## src/rtl/sc_sup_pkg.sv

```systemverilog
package sc_sup_pkg;

    localparam int NUM_STEPS = 4;

    typedef enum logic [5:0] {
        ST_IDLE  = 6'b000001,
        ST_ACT   = 6'b000010,
        ST_ON    = 6'b000100,
        ST_DEACT = 6'b001000,
        ST_FAULT = 6'b010000,
        ST_PD    = 6'b100000
    } sup_state_e;

endpackage

```

## src/rtl/sc_sync_filter.sv

```systemverilog
module sc_sync_filter #(
    parameter int DEB_CYCLES = 4
) (
    input  logic clk,
    input  logic rst_n,
    input  logic raw_i,
    output logic filt_o
);
    localparam int CW = $clog2(DEB_CYCLES + 1);

    typedef struct packed {
        logic          s1;
        logic          s2;
        logic          filt;
        logic [CW-1:0] cnt;
    } flt_t;

    flt_t q, d;

    always_comb begin
        d    = q;
        d.s1 = raw_i;
        d.s2 = q.s1;
        if (q.s2 == q.filt) begin
            d.cnt = '0;
        end else if (q.cnt == CW'(DEB_CYCLES - 1)) begin
            d.filt = q.s2;
            d.cnt  = '0;
        end else begin
            d.cnt = q.cnt + 1'b1;
        end
    end

    always_ff @(posedge clk) begin
        if (!rst_n) q <= '0;
        else        q <= d;
    end

    assign filt_o = q.filt;
endmodule

```

## src/rtl/sc_enable_map.sv

```systemverilog
module sc_enable_map #(
    parameter int STEPS = 4,
    parameter int LW    = 3
) (
    input  logic [LW-1:0]    lvl_i,
    input  logic             host_rst_n_i,
    output logic [STEPS-1:0] en_o,
    output logic             card_rst_n_o
);
    for (genvar i = 0; i < STEPS; i++) begin : g_stair
        assign en_o[i] = (lvl_i > LW'(i));
    end

    assign card_rst_n_o = en_o[STEPS-1] & host_rst_n_i;
endmodule

```

## src/rtl/sc_session_sup.sv

```systemverilog
module sc_session_sup
    import sc_sup_pkg::*;
#(
    parameter int DEB_CYCLES  = 4,
    parameter int STEP_CYCLES = 8
) (
    input  logic clk,
    input  logic rst_n,
    input  logic start_n_i,
    input  logic pwrdn_i,
    input  logic host_rst_n_i,
    input  logic card_det_i,
    input  logic supply_flt_i,
    input  logic heat_flt_i,
    output logic supply_en_o,
    output logic io_en_o,
    output logic clk_en_o,
    output logic card_rst_n_o,
    output logic status_n_o,
    output logic powered_down_o
);
    localparam int NUM_IN = 3;
    localparam int LW     = $clog2(NUM_STEPS + 1);
    localparam int TW     = $clog2(STEP_CYCLES + 1);

    typedef struct packed {
        sup_state_e    state;
        logic [LW-1:0] lvl;
        logic [TW-1:0] tmr;
        logic          flt;
    } ctl_t;

    ctl_t q, d;

    logic [NUM_IN-1:0]    raw_in;
    logic [NUM_IN-1:0]    filt_in;
    logic [NUM_STEPS-1:0] en;
    logic                 present_f;
    logic                 fault_now;
    logic                 in_session;
    logic                 step_done;
    sup_state_e           state_q;

    assign raw_in = {heat_flt_i, supply_flt_i, card_det_i};

    for (genvar i = 0; i < NUM_IN; i++) begin : g_in
        sc_sync_filter #(.DEB_CYCLES(DEB_CYCLES)) u_filt (
            .clk    (clk),
            .rst_n  (rst_n),
            .raw_i  (raw_in[i]),
            .filt_o (filt_in[i])
        );
    end

    assign present_f  = filt_in[0];
    assign fault_now  = !filt_in[0] || filt_in[1] || filt_in[2];
    assign state_q    = q.state;
    assign in_session = (q.state == ST_ACT) || (q.state == ST_ON) || (q.state == ST_DEACT);
    assign step_done  = (q.tmr == TW'(STEP_CYCLES - 1));

    always_comb begin
        d = q;
        unique case (q.state)
            ST_IDLE: begin
                d.flt = 1'b0;
                if (pwrdn_i) begin
                    d.state = ST_PD;
                end else if (!start_n_i && present_f) begin
                    d.state = ST_ACT;
                    d.lvl   = LW'(1);
                    d.tmr   = '0;
                end
            end
            ST_ACT, ST_ON: begin
                if (fault_now || start_n_i) begin
                    d.state = ST_DEACT;
                    d.flt   = fault_now;
                    d.lvl   = q.lvl - 1'b1;
                    d.tmr   = '0;
                end else if (q.state == ST_ACT) begin
                    if (step_done) begin
                        d.tmr = '0;
                        d.lvl = q.lvl + 1'b1;
                        if (q.lvl == LW'(NUM_STEPS - 1)) d.state = ST_ON;
                    end else begin
                        d.tmr = q.tmr + 1'b1;
                    end
                end
            end
            ST_DEACT: begin
                if (fault_now) d.flt = 1'b1;
                if (q.lvl == '0) begin
                    d.state = (q.flt || fault_now) ? ST_FAULT : ST_IDLE;
                    d.tmr   = '0;
                end else if (step_done) begin
                    d.tmr = '0;
                    d.lvl = q.lvl - 1'b1;
                end else begin
                    d.tmr = q.tmr + 1'b1;
                end
            end
            ST_FAULT: begin
                if (start_n_i) d.state = ST_IDLE;
            end
            ST_PD: begin
                if (!pwrdn_i) d.state = ST_IDLE;
            end
            default: d.state = ST_IDLE;
        endcase
    end

    always_ff @(posedge clk) begin
        if (!rst_n) begin
            q.state <= ST_IDLE;
            q.lvl   <= '0;
            q.tmr   <= '0;
            q.flt   <= 1'b0;
        end else begin
            q <= d;
        end
    end

    sc_enable_map #(.STEPS(NUM_STEPS), .LW(LW)) u_map (
        .lvl_i        (q.lvl),
        .host_rst_n_i (host_rst_n_i),
        .en_o         (en),
        .card_rst_n_o (card_rst_n_o)
    );

    assign supply_en_o    = en[0];
    assign io_en_o        = en[1];
    assign clk_en_o       = en[2];
    assign powered_down_o = (q.state == ST_PD);

    always_comb begin
        if (q.state == ST_FAULT)  status_n_o = 1'b0;
        else if (in_session)      status_n_o = !(fault_now || q.flt);
        else                      status_n_o = present_f;
    end
endmodule

```

## config.mk

```make
export PLATFORM = sky130hd
export DESIGN_NAME = sc_session_sup
export DESIGN_NICKNAME = d
export VERILOG_FILES = /design/src/rtl/sc_sup_pkg.sv /design/src/rtl/sc_sync_filter.sv /design/src/rtl/sc_enable_map.sv /design/src/rtl/sc_session_sup.sv
export SDC_FILE = /design/constraint.sdc
export NUM_CORES = 1
export LEC_CHECK = 0
export ABC_CLOCK_PERIOD_IN_PS = 2210
export CAP_MARGIN = 20
export CORE_UTILIZATION = 35
export CTS_CLUSTER_DIAMETER = 100
export DETAILED_ROUTE_END_ITERATION = 10
export GPL_TIMING_DRIVEN = 0
export PLACE_DENSITY = 0.61
export SLEW_MARGIN = 25
export SYNTH_ARGS = -nofsm -noshare
export SYNTH_HDL_FRONTEND = slang
export SYNTH_SLANG_ARGS = --single-unit
```

## constraint.sdc

```tcl
create_clock -name clk -period 2.21 [get_ports clk]
set_clock_uncertainty 0.15 [all_clocks]
set_input_delay 0.663 -clock clk [delete_from_list [all_inputs] [get_ports clk]]
set_output_delay 0.663 -clock clk [all_outputs]
set_load 0.01 [all_outputs]
```

==> results of run 1 <==
## through the flow
step	hold WS [ns]	instance area, um2	TNS (ns)	worst slack, ns
2_1_floorplan	0.249	1700	0	0.165
3_3_place_gp	0.261	1890	-4.86	-0.469
3_5_place_dp	0.263	1890	-4.64	-0.464
4_1_cts	0.273	2110	-0.193	-0.143
5_1_grt	0.291	2210	-0.599	-0.230
6_report	0.268	2210	-0.239	-0.116
## repair_timing
| item | in CTS | in global routing |
|---|---|---|
| gates resized for setup | 41 | 21 |
| buffers inserted | 5 | 8 |
| pin swaps | 5 | 5 |
| hold buffers | 0 | 0 |
| endpoints found under the setup margin | 11 | 15 |
## cell families (layout without fill, tap and decap cells)
| kind of cell | after synthesis | in the layout | synth area share |
|---|---|---|---|
| fa+ha+maj | 13 | 13 | 0.0957 |
| mux | 5 | 5 | 0.0295 |
| xor+xnor | 5 | 5 | 0.0302 |
| buf+inv | 19 | 53 | 0.0486 |
| compound gates | 34 | 34 | 0.142 |
| flops | 32 | 32 | 0.377 |
| simple gates | 80 | 80 | 0.277 |
## area by class of cell
cell class                      count  area (um2)
Fill cell                         419        2290
Clock inverter                      2        35.0
Inverter                           14        52.6
Clock buffer                        6        72.6
Tap cell                           52        65.1
Multi-Input combinational cell    137        1090
Buffer                              5        33.8
Sequential cell                    32         656
Timing Repair Buffer               26         206
## layer usage
metal	up-vias	GRT usage	part of all wire	wire (um)
li1	719	-	-	-
met3	6	0.0506	0.040	139
met2	23	0.223	0.45	1570
met4	0	0.0654	0.015	52
met1	654	0.186	0.50	1730
met5	-	0	0	0
## critical path, stage by stage (launching register included)
cell and delay (ns):
dfxtp_2 0.32, buf_6 0.13, xor2_4 0.18, o211ai_4 0.21, a21oi_1 0.11, a31oi_1 0.13, buf_2 0.15
## path summary, 6_finish.rpt
check / start / to
worst min register to register: g_in[0].u_filt.q[0]$_SDFF_PP0_ / g_in[0].u_filt.q[0]$_SDFF_PP0_
worst max register to register: state_q[1]$_SDFFE_PN0P_ / q[5]$_SDFFE_PN0P_
worst max-delay path: state_q[1]$_SDFFE_PN0P_ / status_n_o
worst min-delay path: g_in[0].u_filt.q[0]$_SDFF_PP0_ / g_in[0].u_filt.q[0]$_SDFF_PP0_
## layout by cell type (no fill, tap or decap), drive strengths merged, types with 2 or more instances in the layout
| master | count |
|---|---|
| buf | 19 |
| dlygate4sd2 | 2 |
| o21ai | 10 |
| nor3 | 2 |
| and2 | 9 |
| a21boi | 2 |
| mux2i | 5 |
| nand4 | 5 |
| inv | 14 |
| nor3b | 3 |
| nor4b | 2 |
| nand3b | 5 |
| o211ai | 3 |
| ha | 13 |
| xor2 | 4 |
| clkbuf | 10 |
| a21oi | 9 |
| nand2b | 4 |
| clkdlybuf4s50 | 5 |
| nand2 | 13 |
| nand3 | 7 |
| dfxtp | 32 |
| nor2b | 7 |
| nor2 | 18 |
| nor4 | 3 |
## flip-flops by register name (all words and copies together) (netlist names)
name and flops:
g_in.u_filt.d 3, q 8, g_in.u_filt.filt_o 3, state_q 6
g_in.u_filt.q 12
## power groups by stage
| stage | sequential (W) | clock [W] | combinational [W] |
|---|---|---|---|
| finish | 0.000621 | 0.000556 | 0.000234 |
| floorplan | 0.000626 | 0 | 0.000126 |
| CTS | 0.000618 | 0.000573 | 0.000198 |
| global route | 0.000624 | 0.000606 | 0.000256 |
| global placement | 0.000629 | 0 | 0.000176 |
| detailed placement | 0.000629 | 0 | 0.000176 |
==> results.ini, run 1 <==
[die]
initial_core_util = 0.377
num_rows = 24
die_x_um = 71.7
core_area_um2 = 4500
die-area_um2 = 5140
ioPinCount = 14
die_height_um = 71.7

[pwr]
peakVddDrop_v = 0.000279
internal_power_w = 0.00105
total_power_w = 0.00141
combPwrFrac = 0.166
swShare = 0.258
power_frac_seq = 0.440
p_leak_nw = 0.914
p_switching_w = 0.000365
p_per_area_nw_per_um2 = 637
clkPwrFrac = 0.394

[critical_path]
crit_path_start_kind = register
r2r_cells = 8
crit_fanout = 6
cp.required_ns = 1.40
endpoint_kind = output pin
r2r_setup_slack_ns = -0.09
critPathArrivalTime_ns = 1.51
crit_type = register to output pin

[route]
ant_nets = 0
num_vias = 1402
routed_via_density = 5.12
drc = 0
dr.first_iter.drc_count = 38
finalWirelength_um = 3490
wl_per_cell_um = 12.8
dr.pass1.iters = 5

[sta]
maxSlewViolCount = 0
hold_viol_final = 0
worst-slew-pin-transition_ns = 0.490
post-route-period-util = 1.05
setup_slack_ns = -0.116
rsz0062_at_grt = true
slew_headroom = 0.673
finalCriticalPeriod_ns = 2.33
fmax_mhz = 430
setup_viol = 3

[global_routing]
grt_pass1_vias = 1261
grtUsageTotal = 0.146
grt_first_pass_wirelength_um = 5730
overflow = 0
antenna_found_initial = 0
grt_max_degree = 11

[synth]
synthTopCellsByArea = dfxtp_1, ha_1, nor2_1
ys.flop_type = dfxtp_1
async_reset_ff_frac = 0
yosysMostFrequentCell = dfxtp_1
synth_seq_cells = 32
synth_area_leader_cell = dfxtp_1
syn_area_per_cell_um2 = 9.04
synth_edf_count = 0
yosysSeqAreaShare = 0.377
netlist_area_um2 = 1700
yosys_warnings = 0
ys_types = 45
synthCells = 188
synth_common_cells = dfxtp_1, nor2_1, inv_1, ha_1, nand2_1
syn-num-nets = 209
synth_top_area_frac = 0.377

[clock_tree]
cts_root_buf = clkbuf_8
cts_sinks = 32
clk_pin_slew_ns = 0.07
cts_buffer_depth = 2
htree_levels = 2
cts_tree = built
numCtsBuffers = 5
clock_latency_ns = 0.29

[outcome]
violations = setup timing
status = complete, but fails checks

[layout]
fin_cells = 274
num_antenna_cells = 0
final_util = 0.492
final_nets = 242
drive_above_1_share = 0.270
syn2layout_area_growth_pct = 30.3

[placement]
place_inst = 253
port_buffers = 13
hpwl_um = 2380
gp_congestion = 0.777

[min_path]
hold_path_depth = 1
hold_path.class = register to register

[run]
max-cap-violations = 0

Power figures use the tool's default switching activity.
==> run 2, diff against run 1 <==
--- a/config.mk
+++ b/config.mk
@@ -7,8 +7,9 @@
 export LEC_CHECK = 0
 export ABC_CLOCK_PERIOD_IN_PS = 2210
 export CAP_MARGIN = 20
+export CORE_ASPECT_RATIO = 0.75
 export CORE_UTILIZATION = 35
-export CTS_CLUSTER_DIAMETER = 100
+export CTS_CLUSTER_DIAMETER = 120
 export DETAILED_ROUTE_END_ITERATION = 10
 export GPL_TIMING_DRIVEN = 0
 export PLACE_DENSITY = 0.61
==> results.ini, run 2 (synthesis gave the netlist of run 1 again) <==
[clock_tree]
cts_tree = built
clock_latency_ns = 0.28  ; about the same
cts_root_buf = clkbuf_8
cts_buffer_depth = 2  ; unchanged
htree_levels = 2  ; unchanged
cts_hold_buf = 0  ; unchanged
numCtsBuffers = 5  ; unchanged
cts_sinks = 32  ; unchanged
clk_pin_slew_ns = 0.07  ; about the same

[sta]
setup_slack_ns = -0.152  ; -0.0358 ns
post-route-period-util = 1.07  ; +0.0162
setup_viol = 2  ; -1
maxSlewViolCount = 0  ; unchanged
slew_headroom = 0.609  ; -0.0636
hold_viol_final = 0  ; unchanged
fmax_mhz = 423  ; -1.5%
fin_hold_ws_ns = 0.270  ; +0.00247 ns
worst-slew-pin-transition_ns = 0.586  ; +0.0953 ns
tns_ns = -0.202  ; +0.0374 ns
finalCriticalPeriod_ns = 2.36  ; +0.0358 ns
rsz0062_at_grt = true

[die]
core_area_um2 = 4570  ; +1.5%
die_height_um = 62.3  ; -13%
ioPinCount = 14  ; unchanged
die-area_um2 = 5140  ; about the same
die_x_um = 82.5  ; +15%
num_rows = 21  ; -13%
initial_core_util = 0.372  ; -0.00557

[layout]
syn2layout_area_growth_pct = 28.1
n_fill_cell = 452  ; +7.9%
largest_reg_flops = 12  ; unchanged
num_antenna_cells = 0  ; unchanged
layout_common_cells = dfxtp_1, nor2_1, nand2_1
mostFrequentLayoutCell = dfxtp_1
final_nets = 236  ; -2.5%
top_register = g_in.u_filt.q
finalInstanceArea_um2 = 2180  ; -1.8%
drive_above_1_share = 0.247  ; -0.0238

[route]
routed_via_density = 5.06  ; -1.1%
wl_per_cell_um = 13.0  ; +2.0%
num_vias = 1376  ; -1.9%
finalWirelength_um = 3540  ; +1.3%
dr.first_iter.drc_count = 61  ; +61%
ant_nets = 0  ; unchanged
dr.pass1.iters = 4  ; -1
drc = 0  ; unchanged

[outcome]
violations = setup timing
status = complete, but fails checks

[placement]
hpwl_um = 2370  ; -0.38%
dp_worst_setup_slack_ns = -0.458  ; +0.00541 ns
port_buffers = 13  ; unchanged
dpl_cell_area_um2 = 1900  ; +0.33%
gp_congestion = 0.801  ; +3.0%

[pwr]
p_switching_w = 0.000348  ; -4.4%
p_per_area_nw_per_um2 = 610  ; -4.2%
power_frac_seq = 0.469  ; +0.029
p_leak_nw = 0.906  ; -0.84%
clkPwrFrac = 0.364  ; -0.030
internal_power_w = 0.000979  ; -6.4%
swShare = 0.263  ; +0.00407
peakVddDrop_v = 0.000303  ; +8.7%
combPwrFrac = 0.167  ; about the same

[critical_path]
cp.required_ns = 1.40  ; about the same
crit_path_start_kind = register
crit_type = register to output pin
crit_fanout = 7  ; +1
critPathArrivalTime_ns = 1.55  ; +0.04 ns
endpoint_kind = output pin

[global_routing]
grt_first_pass_wirelength_um = 5910  ; +3.0%
grt_max_degree = 11  ; unchanged
grt_pass1_vias = 1271  ; +0.79%
grtUsageTotal = 0.151  ; +0.00501
overflow = 0  ; unchanged
antenna_found_initial = 0  ; unchanged

[min_path]
hold_path.class = register to register

[run]
max-cap-violations = 0  ; unchanged

run 2: power groups by stage:
stage	sequential (W)	clock (W)	combinational, W
6_report	0.000622	0.000483	0.000222
5_1_grt	0.000625	0.000524	0.000240
4_1_cts	0.000618	0.000503	0.000202
3_5_place_dp	0.000629	0	0.000176
3_3_place_gp	0.000629	0	0.000177
2_1_floorplan	0.000626	0	0.000126
run 2: area by class of cell:
type	instances	area [um2]	area share
well taps	57	71.3	0.0328
flip-flops and latches	32	659	0.303
plain buffers	5	33.8	0.0155
clock buffers	7	96.3	0.0443
repair buffers	20	170	0.0782
inverters	14	55.1	0.0253
multi-input cells	137	1090	0.501
run 2: final timing paths:
check	startpoint	end	slack (ns)	depth (start not counted)
worst min-delay path	g_in[2].u_filt.q[0]$_SDFF_PP0_	g_in[2].u_filt.q[0]$_SDFF_PP0_	0.27	1
worst max register to register	state_q[2]$_SDFFE_PN0P_	q[5]$_SDFFE_PN0P_	-0.05	7
worst max-delay path	state_q[1]$_SDFFE_PN0P_	status_n_o	-0.15	7
worst min register to register	g_in[2].u_filt.q[0]$_SDFF_PP0_	g_in[2].u_filt.q[0]$_SDFF_PP0_	0.27	1
run 2: routing by layer:
| layer | routed length (um) | GRT usage |
|---|---|---|
| met1 | 1870 | 0.222 |
| met2 | 1490 | 0.210 |
| met3 | 156 | 0.0441 |
| met4 | 29 | 0.0461 |
| met5 | 0 | 0 |
run 2: stage by stage:
| step | power [W] | std cells | utilization |
|---|---|---|---|
| global route | 0.00139 | 272 | 0.476 |
| global placement | 0.000806 | 258 | 0.416 |
| floorplan | 0.000752 | 188 | - |
| CTS | 0.00132 | 270 | 0.458 |
| detailed placement | 0.000805 | 258 | 0.416 |
| finish | 0.00133 | 272 | 0.476 |
run 2: repair_timing:
action                     4_1_cts  5_1_grt
setup endpoints to repair       11       16
pin swaps                        3        7
gates resized for setup         38       20
buffers inserted                 5        2
run 2: critical path: stages, from the launching register on:
cell and delay [ns]:
dfxtp_2 0.32, buf_6 0.13, xor2_4 0.19, o211ai_4 0.21, nor3_2 0.06, a21oi_1 0.16, a31oi_1 0.06, buf_2 0.15
==> run 3, diff against run 2 <==
--- a/config.mk
+++ b/config.mk
@@ -9,7 +9,6 @@
 export CAP_MARGIN = 20
 export CORE_ASPECT_RATIO = 0.75
 export CORE_UTILIZATION = 35
-export CTS_CLUSTER_DIAMETER = 120
 export DETAILED_ROUTE_END_ITERATION = 10
 export GPL_TIMING_DRIVEN = 0
 export PLACE_DENSITY = 0.61
==> results of run 3 <==
The final DEF is identical to that of run 2; final timing and power are the same.
